==> src/rtl/pulse_irq_pkg.sv <==
package pulse_irq_pkg;
  typedef enum logic [1:0] {
    OP_MASK   = 2'b00,
    OP_REF_DN = 2'b01,
    OP_REF_UP = 2'b10,
    OP_NOP    = 2'b11
  } cmd_op_e;

  typedef enum logic {
    MODE_PLAIN = 1'b0,
    MODE_COUNT = 1'b1
  } chan_mode_e;
endpackage

==> src/rtl/pulse_irq_sync.sv <==
module pulse_irq_sync #(
  parameter int NUM_CH = 4,
  parameter int STAGES = 2
) (
  input  logic              clk,
  input  logic              rst_n,
  input  logic [NUM_CH-1:0] pin_i,
  output logic [NUM_CH-1:0] rise_o
);
  for (genvar c = 0; c < NUM_CH; c++) begin : g_ch
    logic [STAGES-1:0] sync_q;
    logic [STAGES-1:0] sync_d;
    logic              prev_q;

    always_comb begin
      sync_d = {sync_q[STAGES-2:0], pin_i[c]};
    end

    always_ff @(posedge clk or negedge rst_n) begin
      if (!rst_n) begin
        sync_q <= '0;
        prev_q <= 1'b0;
      end else begin
        sync_q <= sync_d;
        prev_q <= sync_q[STAGES-1];
      end
    end

    assign rise_o[c] = sync_q[STAGES-1] & ~prev_q;
  end
endmodule

==> src/rtl/pulse_irq_chan.sv <==
module pulse_irq_chan
  import pulse_irq_pkg::*;
#(
  parameter int CNT_W = 16
) (
  input  logic             clk,
  input  logic             rst_n,
  input  logic             rise_i,
  input  logic [CNT_W-1:0] sv_i,
  input  logic             cmd_valid,
  input  logic [1:0]       cmd_op,
  input  logic             cmd_sel,
  output logic             run_o,
  output logic             irq_o
);
  chan_mode_e       mode_q, mode_d;
  logic             run_q, run_d;
  logic             up_q, up_d;
  logic             mask_q, mask_d;
  logic [CNT_W-1:0] pv_q, pv_d;
  logic [CNT_W-1:0] rl_q, rl_d;
  logic             irq_q, irq_d;
  logic             hit;
  logic             is_ref, is_mask;
  cmd_op_e          op;

  always_comb begin
    op      = cmd_op_e'(cmd_op);
    is_ref  = cmd_valid && (op == OP_REF_DN || op == OP_REF_UP);
    is_mask = cmd_valid && (op == OP_MASK);
  end

  always_comb begin
    mode_d = mode_q;
    run_d  = run_q;
    up_d   = up_q;
    mask_d = mask_q;
    pv_d   = pv_q;
    rl_d   = rl_q;
    hit    = 1'b0;
    if (is_ref && cmd_sel) begin
      mode_d = MODE_COUNT;
      up_d   = (op == OP_REF_UP);
      rl_d   = sv_i;
      run_d  = (sv_i != '0);
      mask_d = 1'b0;
      pv_d   = (op == OP_REF_UP) ? '0 : sv_i;
    end else if (is_mask && cmd_sel) begin
      mask_d = 1'b1;
    end else if (is_mask) begin
      mode_d = MODE_PLAIN;
      run_d  = 1'b0;
      mask_d = 1'b0;
    end else if (rise_i) begin
      if (mode_q == MODE_PLAIN) begin
        hit = 1'b1;
      end else if (run_q) begin
        if (up_q) begin
          if (pv_q == rl_q - CNT_W'(1)) begin
            hit  = 1'b1;
            pv_d = '0;
          end else begin
            pv_d = pv_q + CNT_W'(1);
          end
        end else begin
          if (pv_q == CNT_W'(1)) begin
            hit  = 1'b1;
            pv_d = rl_q;
          end else begin
            pv_d = pv_q - CNT_W'(1);
          end
        end
      end
    end
    irq_d = hit & ~mask_d;
  end

  always_ff @(posedge clk or negedge rst_n) begin
    if (!rst_n) begin
      mode_q <= MODE_PLAIN;
      run_q  <= 1'b0;
      up_q   <= 1'b0;
      mask_q <= 1'b0;
      pv_q   <= '0;
      rl_q   <= '0;
      irq_q  <= 1'b0;
    end else begin
      mode_q <= mode_d;
      run_q  <= run_d;
      up_q   <= up_d;
      mask_q <= mask_d;
      pv_q   <= pv_d;
      rl_q   <= rl_d;
      irq_q  <= irq_d;
    end
  end

  assign run_o = run_q;
  assign irq_o = irq_q;
endmodule

==> src/rtl/pulse_irq_top.sv <==
module pulse_irq_top #(
  parameter int NUM_CH      = 4,
  parameter int CNT_W       = 16,
  parameter int SYNC_STAGES = 2
) (
  input  logic                      clk,
  input  logic                      rst_n,
  input  logic [NUM_CH-1:0]         pin_i,
  input  logic                      sv_we,
  input  logic [$clog2(NUM_CH)-1:0] sv_sel,
  input  logic [CNT_W-1:0]          sv_wdata,
  input  logic                      cmd_valid,
  input  logic [1:0]                cmd_op,
  input  logic [NUM_CH-1:0]         cmd_sel,
  output logic [NUM_CH-1:0]         irq_o
);
  localparam int SEL_W = $clog2(NUM_CH);

  logic [1:0]                   rst_sync_q;
  logic                         rst_int_n;
  logic [NUM_CH-1:0][CNT_W-1:0] sv_q;
  logic [NUM_CH-1:0]            sv_en;
  logic [NUM_CH-1:0]            rise_w;
  logic [NUM_CH-1:0]            run_w;

  always_ff @(posedge clk or negedge rst_n) begin
    if (!rst_n) rst_sync_q <= 2'b00;
    else        rst_sync_q <= {rst_sync_q[0], 1'b1};
  end
  assign rst_int_n = rst_sync_q[1];

  pulse_irq_sync #(.NUM_CH(NUM_CH), .STAGES(SYNC_STAGES)) u_sync (
    .clk    (clk),
    .rst_n  (rst_int_n),
    .pin_i  (pin_i),
    .rise_o (rise_w)
  );

  for (genvar i = 0; i < NUM_CH; i++) begin : g_ch
    always_comb begin
      sv_en[i] = sv_we && (sv_sel == SEL_W'(i));
    end

    always_ff @(posedge clk or negedge rst_int_n) begin
      if (!rst_int_n)    sv_q[i] <= '0;
      else if (sv_en[i]) sv_q[i] <= sv_wdata;
    end

    pulse_irq_chan #(.CNT_W(CNT_W)) u_chan (
      .clk       (clk),
      .rst_n     (rst_int_n),
      .rise_i    (rise_w[i]),
      .sv_i      (sv_q[i]),
      .cmd_valid (cmd_valid),
      .cmd_op    (cmd_op),
      .cmd_sel   (cmd_sel[i]),
      .run_o     (run_w[i]),
      .irq_o     (irq_o[i])
    );
  end
endmodule

==> config.mk <==
export PLATFORM = sky130hd
export DESIGN_NAME = pulse_irq_top
export DESIGN_NICKNAME = d
export VERILOG_FILES = /design/src/rtl/pulse_irq_pkg.sv /design/src/rtl/pulse_irq_sync.sv /design/src/rtl/pulse_irq_chan.sv /design/src/rtl/pulse_irq_top.sv
export SDC_FILE = /design/constraint.sdc
export NUM_CORES = 1
export LEC_CHECK = 0
export BUFFER_PORTS_ARGS = -buffer_cell sky130_fd_sc_hd__buf_4
export CAP_MARGIN = 25
export CELL_PAD_IN_SITES_DETAIL_PLACEMENT = 1
export CELL_PAD_IN_SITES_GLOBAL_PLACEMENT = 1
export CORE_MARGIN = 2
export CORE_UTILIZATION = 53
export CTS_CLUSTER_SIZE = 40
export DETAILED_ROUTE_END_ITERATION = 6
export PLACE_DENSITY_LB_ADDON = 0.1
export SETUP_SLACK_MARGIN = 0.3
export SLEW_MARGIN = 20
export SYNTH_ARGS = -nofsm -noshare
export SYNTH_HDL_FRONTEND = slang
export SYNTH_SLANG_ARGS = --single-unit
==> constraint.sdc <==
create_clock -name clk -period 11.3 [get_ports clk]
set_input_delay 1.13 -clock clk [delete_from_list [all_inputs] [get_ports clk]]
set_output_delay 1.13 -clock clk [all_outputs]
set_load 0.01 [all_outputs]
==> impl_summary.txt <==
----------------------------------------------------
[Pwr]
  Sw power ... 1610 uW
  Sw Share ... 42.5%
  Clock share of power ... 24.6%
  Reg power frac ... 40.6%
  Cell leakage power ... 0.00668 uW
  Cell internal pwr ... 2190 uW
  Logic pwr share ... 34.9%
  P per Cell Area ... 231 nW/um2
  Peak supply drop ... 0.162 mV
  Post-route total power ... 3800 uW

[Layout]
  Post-Layout Cell Count ... 2150
  Fraction of final layout cells sized beyond drive strength 1 ... 12.2%
  Number of filler cells placed in the layout ... 3313
  Top library cells by usage in the layout, fill and taps aside ... 260 x sky130_fd_sc_hd__nand2_1, 225 x sky130_fd_sc_hd__dfrtp_1, 132 x sky130_fd_sc_hd__nor2_1
  P&R area growth vs syn ... 8.40%
  Antenna cell count ... 0
  Final Net Count ... 1802
  Commonest non-fill, non-tap cell in the layout ... sky130_fd_sc_hd__nand2_1

[Worst setup path]
  Delay contributed by the slowest stage of the critical path ... 870 ps
  Buffers and inverters on the worst path ... 2
  Crit-path leading delay family ... simple AND/OR/NAND/NOR gates
  Maximum fanout count along the critical path ... 22
  Arrival time reported for the critical path endpoint ... 4450 ps
  Crit path capture type ... flop
  Number of cell instances on the worst register-to-register path ... 10
  Crit-path most repeated cell ... sky130_fd_sc_hd__nand2_1
  Path length in cells of the critical path ... 8
  Series of cell instances along the critical path ... buf_4 > inv_1 > ha_1 > and2_1 > nand2_1 > nand2_1 > o21ai_0 > a22o_1
  Reg-to-Reg Start ... g_ch[1].u_chan.rl_q[0]
  R2R Path End ... g_ch[1].u_chan.irq_o
  Worst setup path class ... input port to flop
  Cell type of the slowest stage on the worst timing path ... sky130_fd_sc_hd__nand2_1
  Required arrival time at the worst endpoint ... 11740 ps
  Setup crit start kind ... input port
  Reg-to-reg slack, setup ... 7380 ps

[Timing]
  Total negative slack ... 0 ps
  Headroom to the max-slew limit ... 32.3%
  Achievable clock frequency ... 249 MHz
  Ratio of final minimum period to clock period ... 35.5%
  Worst clock skew on the final layout ... 30.5 ps
  Final Hold Slack ... 347 ps
  Slew Limit Fails ... 0
  Unrepaired setup endpoints after global routing ... false
  Endpoints failing hold ... 0
  Final Critical Period ... 4020 ps
  Setup violation total in the final timing report ... 0
  Worst Tran Pin Value ... 1010 ps
  Slack of the critical path ... 7280 ps

[Yosys]
  Gate count of the mapped netlist ... 1803
  Syn. warnings ... 0
  Ys flop type ... sky130_fd_sc_hd__dfrtp_1
  Post-synth design cell area ... 15200 um2
  Synthesized area per cell ... 8.43 um2
  Proportion of synthesized chip area in sequential cells ... 37.2%
  Synthesized net count ... 1853
  Number of library cell types mapped by synthesis ... 83
  Flip-flop and latch count after synthesis ... 226
  Post-synth EDFFs ... 0
  Fraction of registers with async set/reset ... 100%

[Clock network]
  Count of buffers added by post-CTS timing repair for setup ... 0
  Clock latency reported for the late side of the worst-skew pair ... 560 ps
  Max clock buf depth ... 3
  Number of H-tree levels ... 1
  CTS buffer count ... 27
  Clock tree from TritonCTS ... yes
  CTS clock-pin slew for the worst setup and hold paths ... 60 ps
  # resized after CTS ... 0
  Number of clock sinks ... 226
  Number of buffers added to fix hold violations after cts ... 0
  Buffer type at the clock tree root ... sky130_fd_sc_hd__clkbuf_16

[Global routing]
  Vias in the first global route ... 14900
  First-pass GRT wire length ... 82300 um
  Maximum number of pins on one net before global-route repair ... 172
  GRT Residual Overflow ... 0
  Number of antenna violations at the first check in global routing ... 0
  All-Layer GR Usage ... 33.8%

[Detailed routing]
  Post-DRT Antenna Nets ... 0
  DRT iter0 DRCs ... 1157
  Overall via count from detail_route ... 14400
  Average detailed-routed wire length per instance ... 23.8 um
  Routed via count divided by cell count ... 6.70
  Total wirelength of the detailed-routed design ... 51100 um
  Total iterations of the first detailed-routing run ... 5
  Number of design rule violations left after detail routing ... 0

[Floorplanning]
  Row Count ... 61
  DIE AREA ... 30000 um2
  Die boundary width ... 173 um
  Starting Density ... 54.2%
  Top-Level Pins ... 36
  Vertical die dimension ... 173 um
  Core area ... 28000 um2

[Place]
  Detailed Place HPWL ... 34500 um
  # placed instances ... 2098
  Placer's final routability congestion estimate ... 0.907
  Pre-CTS setup slack ... 6850 ps
  PortBufs ... 35

[Run]
  Max capacitance violation total ... 0

[Hold path]
  Path type of the worst min-delay path ... input port to async pin

[Outcome]
  Run status ... complete, no violations

----------------------------------------------------
-- Yosys cell counts (44+ instances only) --
| master | instances | area share [%] |
|---|---|---|
| sky130_fd_sc_hd__nand2_1 | 260 | 6.4 |
| sky130_fd_sc_hd__dfrtp_1 | 226 | 37 |
| sky130_fd_sc_hd__nor2_1 | 132 | 3.3 |
| sky130_fd_sc_hd__clkbuf_1 | 107 | 2.6 |
| sky130_fd_sc_hd__a21oi_1 | 96 | 3.2 |
| sky130_fd_sc_hd__o21ai_0 | 94 | 3.1 |
| sky130_fd_sc_hd__mux2_2 | 82 | 6.1 |
| sky130_fd_sc_hd__xnor2_1 | 71 | 4.1 |
| sky130_fd_sc_hd__nand3_1 | 66 | 2.2 |
| sky130_fd_sc_hd__nor3_1 | 63 | 2.1 |
| sky130_fd_sc_hd__inv_1 | 49 | 1.2 |
| sky130_fd_sc_hd__nor4_1 | 44 | 1.8 |
-- logic make-up after synthesis --
| kind of cell | count (synthesis) | share of synthesized area [%] |
|---|---|---|
| AND/OR/NAND/NOR | 752 | 24.8 |
| AO/OA/AOI/OAI | 420 | 18.5 |
| adder cells (fa/ha/maj) | 18 | 1.48 |
| buffers and inverters | 186 | 5.11 |
| flip-flops | 226 | 37.2 |
| multiplexers | 89 | 6.54 |
| XOR/XNOR | 111 | 6.40 |
| other | 1 | 0.0247 |
-- cell type report --
class	instances	area, um2	share of cell area, %
multi-input cells	1391	8770	53.2
flip-flops and latches	226	5660	34.4
clock buffers	41	818	4.97
well taps	378	473	2.87
repair buffers	56	440	2.67
inverters	50	188	1.14
clock inverters	8	124	0.752
-- registers in the layout (all words and copies together) (netlist names), 8 cells and up --
register / cells
g_ch.u_chan.pv_q: 64
g_ch.u_chan.rl_q: 64
sv_q: 64
u_sync.g_ch.sync_q: 8
-- power by group through the flow --
stage / sequential [uW] / clock [uW] / combinational (uW)
floorplan: 1200 / 0 / 1220
global placement: 1520 / 0 / 1210
detailed placement: 1530 / 0 / 1280
CTS: 1520 / 941 / 1310
global route: 1580 / 972 / 1470
finish: 1540 / 934 / 1320
-- metrics by stage --
step / area [um2] / util, %
6_report: 16500 / 58.8
5_1_grt: 16500 / 58.8
4_1_cts: 16400 / 58.7
3_5_place_dp: 15500 / 55.3
3_3_place_gp: 15500 / 55.3
2_1_floorplan: 15200 / -
-- worst max path at each step --
stage                           startpoint                      to
floorplan                    rst_sync_q[1]    g_ch[0].u_chan.irq_o
global placement                 cmd_op[0]  g_ch[2].u_chan.pv_q[2]
detailed placement               cmd_op[0]  g_ch[2].u_chan.pv_q[8]
CTS                 g_ch[2].u_chan.rl_q[3]  g_ch[2].u_chan.pv_q[5]
global route                     cmd_op[0]  g_ch[2].u_chan.pv_q[5]
finish                           cmd_op[0]  g_ch[2].u_chan.pv_q[2]
-- per-layer routing --
metal  track usage [%]  up-vias  routed length, um
met4              13.1        0               2020
met1              45.0     7369              22000
met2              56.4      474              24400
met3              4.32      138               2820
met5                 0        -                  0
li1                  -     6428                  -
(Power assumes the default switching activity.)
